`src/rtl/cg_pkg.sv`:
```
package cg_pkg;

  typedef enum logic [2:0] {
    A_STAT = 3'd0,
    A_CTRL = 3'd1,
    A_ACCH = 3'd2,
    A_ACCL = 3'd3,
    A_HIH  = 3'd4,
    A_HIL  = 3'd5,
    A_LOH  = 3'd6,
    A_LOL  = 3'd7
  } reg_addr_e;

  typedef enum logic [1:0] {
    PM_OFF     = 2'b00,
    PM_CHGDONE = 2'b01,
    PM_ALERT   = 2'b10,
    PM_RSVD    = 2'b11
  } pin_mode_e;

  localparam int CTRL_SHDN_BIT = 0;
  localparam int CTRL_MODE_LSB = 1;
  localparam int CTRL_EXP_LSB  = 3;

endpackage

```
`src/rtl/cg_prescaler.sv`:
```
module cg_prescaler #(
  parameter int EXP_W = 3
) (
  input  logic             clk,
  input  logic             rst_n,
  input  logic             run,
  input  logic             pulse,
  input  logic [EXP_W-1:0] exp_sel,
  output logic             step
);
  localparam int CNT_W = (1 << EXP_W) - 1;

  logic [CNT_W-1:0] cnt_q;
  logic [CNT_W-1:0] cnt_d;
  logic [CNT_W-1:0] lim;
  logic             cnt_en;

  always_comb begin
    lim    = ~({CNT_W{1'b1}} << exp_sel);
    cnt_en = run & pulse;
    step   = cnt_en & (cnt_q >= lim);
    cnt_d  = step ? '0 : cnt_q + 1'b1;
  end

  always_ff @(posedge clk or negedge rst_n) begin
    if (!rst_n) begin
      cnt_q <= '0;
    end else if (cnt_en) begin
      cnt_q <= cnt_d;
    end
  end
endmodule

```
`src/rtl/cg_accum.sv`:
```
module cg_accum #(
  parameter int DATA_W = 8
) (
  input  logic                clk,
  input  logic                rst_n,
  input  logic                step,
  input  logic                dir_up,
  input  logic                preset,
  input  logic                wr_hi,
  input  logic                wr_lo,
  input  logic [DATA_W-1:0]   wdata,
  output logic [2*DATA_W-1:0] acc_q
);
  localparam int ACC_W = 2 * DATA_W;
  localparam logic [ACC_W-1:0] ACC_MAX = {ACC_W{1'b1}};
  localparam logic [ACC_W-1:0] ACC_MID = {1'b0, {(ACC_W-1){1'b1}}};

  logic [ACC_W-1:0] acc_d;
  logic             acc_en;

  always_comb begin
    acc_d  = acc_q;
    acc_en = 1'b0;
    if (preset) begin
      acc_d  = ACC_MAX;
      acc_en = 1'b1;
    end else if (wr_hi || wr_lo) begin
      if (wr_hi) acc_d[ACC_W-1:DATA_W] = wdata;
      if (wr_lo) acc_d[DATA_W-1:0]     = wdata;
      acc_en = 1'b1;
    end else if (step) begin
      if (dir_up && acc_q != ACC_MAX) begin
        acc_d  = acc_q + 1'b1;
        acc_en = 1'b1;
      end else if (!dir_up && acc_q != '0) begin
        acc_d  = acc_q - 1'b1;
        acc_en = 1'b1;
      end
    end
  end

  always_ff @(posedge clk or negedge rst_n) begin
    if (!rst_n) begin
      acc_q <= ACC_MID;
    end else if (acc_en) begin
      acc_q <= acc_d;
    end
  end
endmodule

```
`src/rtl/cg_flags.sv`:
```
module cg_flags #(
  parameter int ACC_W = 16
) (
  input  logic             clk,
  input  logic             rst_n,
  input  logic [ACC_W-1:0] acc,
  input  logic [ACC_W-1:0] hi_lim,
  input  logic [ACC_W-1:0] lo_lim,
  input  logic             uv_in,
  input  logic             clr,
  output logic             flag_hi,
  output logic             flag_lo,
  output logic             flag_uv
);
  logic above;
  logic below;
  logic hi_d;
  logic lo_d;
  logic uv_d;

  always_comb begin
    above = acc > hi_lim;
    below = acc < lo_lim;
    hi_d  = above | (flag_hi & ~clr);
    lo_d  = below | (flag_lo & ~clr);
    uv_d  = uv_in | (flag_uv & ~clr);
  end

  always_ff @(posedge clk or negedge rst_n) begin
    if (!rst_n) begin
      flag_hi <= 1'b0;
      flag_lo <= 1'b0;
      flag_uv <= 1'b0;
    end else begin
      flag_hi <= hi_d;
      flag_lo <= lo_d;
      flag_uv <= uv_d;
    end
  end
endmodule

```
`src/rtl/cgauge_top.sv`:
```
module cgauge_top
  import cg_pkg::*;
#(
  parameter int DATA_W = 8,
  parameter int EXP_W  = 3
) (
  input  logic              clk,
  input  logic              rst_n,
  input  logic              q_pulse,
  input  logic              q_up,
  input  logic              uv_in,
  input  logic              pin_in,
  output logic              pin_pull_low,
  input  logic              reg_wr,
  input  logic              reg_rd,
  input  logic [2:0]        reg_addr,
  input  logic [DATA_W-1:0] reg_wdata,
  output logic [DATA_W-1:0] reg_rdata
);
  localparam int ACC_W = 2 * DATA_W;
  localparam logic [DATA_W-1:0] CTRL_RST =
    DATA_W'(((1 << EXP_W) - 1) << CTRL_EXP_LSB);

  logic                rst_s1;
  logic                rst_ns;
  logic [DATA_W-1:0]   ctrl_q;
  logic [DATA_W-1:0]   ctrl_d;
  logic [ACC_W-1:0]    hi_thr_q;
  logic [ACC_W-1:0]    hi_thr_d;
  logic [ACC_W-1:0]    lo_thr_q;
  logic [ACC_W-1:0]    lo_thr_d;
  logic [DATA_W-1:0]   snap_q;
  logic [DATA_W-1:0]   snap_d;
  logic                snap_vld_q;
  logic                snap_vld_d;
  logic [ACC_W-1:0]    acc_q;
  logic                step;
  logic                preset;
  logic                acc_wr_hi;
  logic                acc_wr_lo;
  logic                stat_rd;
  logic                flag_hi;
  logic                flag_lo;
  logic                flag_uv;
  logic                shdn;
  pin_mode_e           pmode;
  reg_addr_e           addr;

  // reset: asserted asynchronously, released on the second edge
  always_ff @(posedge clk or negedge rst_n) begin
    if (!rst_n) begin
      rst_s1 <= 1'b0;
      rst_ns <= 1'b0;
    end else begin
      rst_s1 <= 1'b1;
      rst_ns <= rst_s1;
    end
  end

  always_comb begin
    addr      = reg_addr_e'(reg_addr);
    shdn      = ctrl_q[CTRL_SHDN_BIT];
    pmode     = pin_mode_e'(ctrl_q[CTRL_MODE_LSB +: 2]);
    preset    = (pmode == PM_CHGDONE) & pin_in;
    acc_wr_hi = reg_wr & (addr == A_ACCH);
    acc_wr_lo = reg_wr & (addr == A_ACCL);
    stat_rd   = reg_rd & (addr == A_STAT);
    pin_pull_low = (pmode == PM_ALERT) & (flag_hi | flag_lo | flag_uv);
  end

  // host-writable register next state
  always_comb begin
    ctrl_d   = ctrl_q;
    hi_thr_d = hi_thr_q;
    lo_thr_d = lo_thr_q;
    if (reg_wr) begin
      case (addr)
        A_CTRL:  ctrl_d                     = reg_wdata;
        A_HIH:   hi_thr_d[ACC_W-1:DATA_W]   = reg_wdata;
        A_HIL:   hi_thr_d[DATA_W-1:0]       = reg_wdata;
        A_LOH:   lo_thr_d[ACC_W-1:DATA_W]   = reg_wdata;
        A_LOL:   lo_thr_d[DATA_W-1:0]       = reg_wdata;
        default: ;
      endcase
    end
  end

  // low-byte capture for coherent two-byte reads
  always_comb begin
    snap_d     = snap_q;
    snap_vld_d = snap_vld_q;
    if (acc_wr_hi || acc_wr_lo) begin
      snap_vld_d = 1'b0;
    end else if (reg_rd && addr == A_ACCH) begin
      snap_d     = acc_q[DATA_W-1:0];
      snap_vld_d = 1'b1;
    end else if (reg_rd && addr == A_ACCL) begin
      snap_vld_d = 1'b0;
    end
  end

  always_ff @(posedge clk or negedge rst_ns) begin
    if (!rst_ns) begin
      ctrl_q     <= CTRL_RST;
      hi_thr_q   <= '1;
      lo_thr_q   <= '0;
      snap_q     <= '0;
      snap_vld_q <= 1'b0;
    end else begin
      ctrl_q     <= ctrl_d;
      hi_thr_q   <= hi_thr_d;
      lo_thr_q   <= lo_thr_d;
      snap_q     <= snap_d;
      snap_vld_q <= snap_vld_d;
    end
  end

  always_comb begin
    case (addr)
      A_STAT:  reg_rdata = DATA_W'({flag_hi, flag_lo, flag_uv, 1'b0});
      A_CTRL:  reg_rdata = ctrl_q;
      A_ACCH:  reg_rdata = acc_q[ACC_W-1:DATA_W];
      A_ACCL:  reg_rdata = snap_vld_q ? snap_q : acc_q[DATA_W-1:0];
      A_HIH:   reg_rdata = hi_thr_q[ACC_W-1:DATA_W];
      A_HIL:   reg_rdata = hi_thr_q[DATA_W-1:0];
      A_LOH:   reg_rdata = lo_thr_q[ACC_W-1:DATA_W];
      default: reg_rdata = lo_thr_q[DATA_W-1:0];
    endcase
  end

  cg_prescaler #(.EXP_W(EXP_W)) u_pre (
    .clk     (clk),
    .rst_n   (rst_ns),
    .run     (~shdn),
    .pulse   (q_pulse),
    .exp_sel (ctrl_q[CTRL_EXP_LSB +: EXP_W]),
    .step    (step)
  );

  cg_accum #(.DATA_W(DATA_W)) u_acc (
    .clk    (clk),
    .rst_n  (rst_ns),
    .step   (step),
    .dir_up (q_up),
    .preset (preset),
    .wr_hi  (acc_wr_hi),
    .wr_lo  (acc_wr_lo),
    .wdata  (reg_wdata),
    .acc_q  (acc_q)
  );

  cg_flags #(.ACC_W(ACC_W)) u_flg (
    .clk     (clk),
    .rst_n   (rst_ns),
    .acc     (acc_q),
    .hi_lim  (hi_thr_q),
    .lo_lim  (lo_thr_q),
    .uv_in   (uv_in),
    .clr     (stat_rd),
    .flag_hi (flag_hi),
    .flag_lo (flag_lo),
    .flag_uv (flag_uv)
  );
endmodule

```
`config.mk`:
```
export PLATFORM = sky130hd
export DESIGN_NAME = cgauge_top
export DESIGN_NICKNAME = d
export VERILOG_FILES = /design/src/rtl/cg_pkg.sv /design/src/rtl/cg_prescaler.sv /design/src/rtl/cg_accum.sv /design/src/rtl/cg_flags.sv /design/src/rtl/cgauge_top.sv
export SDC_FILE = /design/constraint.sdc
export NUM_CORES = 1
export LEC_CHECK = 0
export BUFFER_PORTS_ARGS = -buffer_cell sky130_fd_sc_hd__buf_2
export CORE_ASPECT_RATIO = 1.5
export CORE_MARGIN = 10
export CORE_UTILIZATION = 60
export DETAILED_ROUTE_END_ITERATION = 6
export PLACE_DENSITY = 0.78
export SLEW_MARGIN = 20
export SYNTH_ARGS = -nofsm -noshare
export SYNTH_HDL_FRONTEND = slang
export SYNTH_SLANG_ARGS = --single-unit
```
`constraint.sdc`:
```
create_clock -name clk -period 5.7 [get_ports clk]
set_input_delay 0.285 -clock clk [delete_from_list [all_inputs] [get_ports clk]]
set_output_delay 0.285 -clock clk [all_outputs]
set_load 0.02 [all_outputs]
```
==> results by group <==
Outcome
  • Status: complete, no violations

Power
  • Pwr Density: 493 mW/mm2
  • Lkg Pwr: 2.70 nW
  • Final Power: 0.00296 W
  • VDD IR-drop max: 0.000255 V

Layout
  • Fraction of layout cells with a size suffix above 1: 23.6%
  • Area grow syn2layout: 9.43%
  • Nets@finish: 662
  • # fillers: 731
  • Ant diodes: 0

Yosys
  • FFs w/ async S/R, synth: 100%
  • EDFF count, synth: 0
  • Synth Net Count: 640
  • Yosys top cell area share: 19.6%
  • Post-synth cell types: 59
  • #FFs+latches synth: 77
  • Post-synthesis sequential area ratio: 35.8%
  • Synth Area per Inst: 9.69 um2
  • Yosys Warn Count: 0
  • Post-synth top cells: ha_1, mux2_2, inv_1
  • Synth area leader: dfrtp_1
  • Synth area leaders: dfrtp_1, dfstp_2, ha_1, mux2_2, o21ai_0
  • Primary FF master, synth: dfrtp_1
  • Post-Syn Area: 0.00550 mm2
  • Cell count after synthesis: 567
  • Most numerous cell in the Yosys netlist: ha_1

Worst setup path
  • Bufs and invs on worst path: 0
  • Top delay family on crit path: compound AO/OA/AOI/OAI gates
  • Critical path type: flop to flop
  • Endpoint type of the worst setup path: flop
  • Crit path launch type: flop
  • FF-to-FF setup slack: 1.82 ns
  • Slowest cell delay on critical path: 1.02 ns
  • Worst path required time: 5.98 ns
  • CP Max Fanout: 19
  • CP Cell Sequence: nand4_1 > o41ai_4 > ha_1 > a21oi_1 > o2111ai_1 > a31oi_2 > o21a_1 > o221ai_1 > mux2_2 > nor2_1
  • CP max-delay cell: o41ai_4
  • Worst EP arrival: 4.16 ns

Timing
  • Slew margin rel.: 28.3%
  • Setup_tns: 0 ns
  • RSZ-0062 raised after global routing: false
  • Final hold viol count: 0
  • Fmax: 0.258 GHz
  • Period utilization: 68.1%
  • Final setup violation count: 0
  • Worst Skew: 0.00496 ns
  • Worst Tran Pin Value: 1.07 ns
  • Final min period: 3.88 ns
  • Min Hold Slack: 0.135 ns
  • Fin. max-slew vios: 0

Clock tree
  • CTS Buf Count: 9
  • Longest Clk Path Bufs: 2
  • # H-tree levels: 3
  • CTS tree: built
  • Clk root buf: clkbuf_16
  • Post-CTS setup buffers: 0
  • Clock transition at path regs: 0.06 ns
  • Clk Latency, worst-skew pair: 0.35 ns
  • Clock Sinks: 77
  • Cts repair resizes: 0

Global routing
  • Global-route wire length before repair: 26100 um
  • Vias in the first global route: 4759
  • GRT Util Overall: 24.8%
  • Initial antenna violation count: 0
  • Largest net degree at the start of global routing: 76
  • GR Overflow Total: 0

Routing
  • Detailed-route wire length per cell: 23.2 um
  • Via Count: 4631
  • Drt pass-1 iters: 5
  • DRC Markers: 0
  • DRT iter0 DRCs: 279
  • Routed wire length: 16300 um
  • Routed vias/inst: 6.58
  • Post-route ant nets: 0

Floorplan
  • DIE AREA: 0.0135 mm2
  • Initial core utilization: 61.9%
  • Ports: 28
  • Die Height: 137 um
  • # rows: 42
  • Core box area: 0.00888 mm2
  • Die width: 98.1 um

Worst hold path
  • Worst Hold Class: input port to flop

Place
  • Final HPWL DP: 12300 um
  • Port-buffer cells: 27
  • Final Wtd Congestion: 1.04

Job
  • Max_cap viols: 0
## power breakdown
part	leakage (nW)	internal [W]	switching [W]	total [W]
combinational	1.68	0.000601	0.000729	0.00133
sequential	0.873	0.000779	0.000261	0.00104
clock	0.149	0.000365	0.000229	0.000594
total	2.70	0.00175	0.00122	0.00296
## per-layer routing
metal | global-route usage, % | share of wire, %
met3 | 4.76 | 6.5
met1 | 26.5 | 36
met5 | 0 | 0
met4 | 20.8 | 7.7
met2 | 41.8 | 49
## cell type report
cell class                      count  area, um2  area share [%]
Clock buffer                       12        256            4.27
Timing Repair Buffer               29        153            2.54
Inverter                           44        165            2.75
Clock inverter                      4       55.1           0.916
Sequential cell                    77       1970            32.8
Tap cell                          110        138            2.29
Multi-Input combinational cell    428       3270            54.4
## timing repair
item	4_1_cts	5_1_grt
hold buffers	1	0
setup endpoints to repair	0	0
endpoints found under the hold margin	2	0
## final timing paths
path,startpoint,to,cells past startpoint
max in group asynchronous,rst_ns,u_pre.cnt_q[3],0
hold reg to reg,rst_s1,rst_ns,0
hold / removal,uv_in,u_flg.flag_uv,2
setup reg to reg,u_acc.acc_q[1],u_acc.acc_q[15],10
setup / recovery,u_acc.acc_q[1],u_acc.acc_q[15],10
min in group asynchronous,rst_n,rst_ns,2
## worst reg2reg max path, delay by kind of cell (launching register included)
kind / cells / cell delay, ns
AOI/OAI and AO/OA: 6 / 2.19
DFF: 1 / 0.64
muxes: 1 / 0.34
adders and majority gates: 1 / 0.40
and+or+nand+nor: 2 / 0.26
## flip-flops by register name, indices dropped and copies added (netlist names), 7 cells and up
register,cells
lo_thr_q,16
hi_thr_q,16
snap_q,8
ctrl_q,8
u_pre.cnt_q,7
u_acc.acc_q,16
## cell usage in the layout, fill, tap and decap left out, types with 7 or more instances in the layout
master,n
a22oi_1,9
o21ai_0,40
buf_2,27
xor2_1,10
xnor2_1,7
mux2i_1,8
nand4_1,13
nor2b_1,9
nand3_1,12
dfstp_2,34
nor2_1,41
ha_1,53
mux2_2,47
dfrtp_1,42
a21oi_1,35
inv_1,44
a21o_1,14
clkbuf_16,9
nand2_1,42
## per-stage QoR
step                      setup WS, ns  instance area [um2]  cells  utilization [%]
after floorplan                   2.40                 5500    567                -
after global placement            2.00                 5690    687             64.1
after detailed placement          1.86                 5690    687             64.1
after CTS                         1.84                 6010    704             67.7
after global routing              1.55                 6010    704             67.7
final                             1.82                 6010    704             67.7
## kinds of logic (layout without fill, tap and decap cells)
logic type | count (synthesis) | after routing | share of synthesized area [%]
flip-flops | 77 | 77 | 35.8
AO/OA/AOI/OAI | 147 | 147 | 17.8
AND/OR/NAND/NOR | 148 | 148 | 13.0
buffers and inverters | 62 | 89 | 4.60
other | 1 | 1 | 0.0682
XOR/XNOR | 17 | 17 | 2.71
multiplexers | 61 | 61 | 13.5
adder cells (fa/ha/maj) | 54 | 54 | 12.4
(Power assumes the default switching activity.)
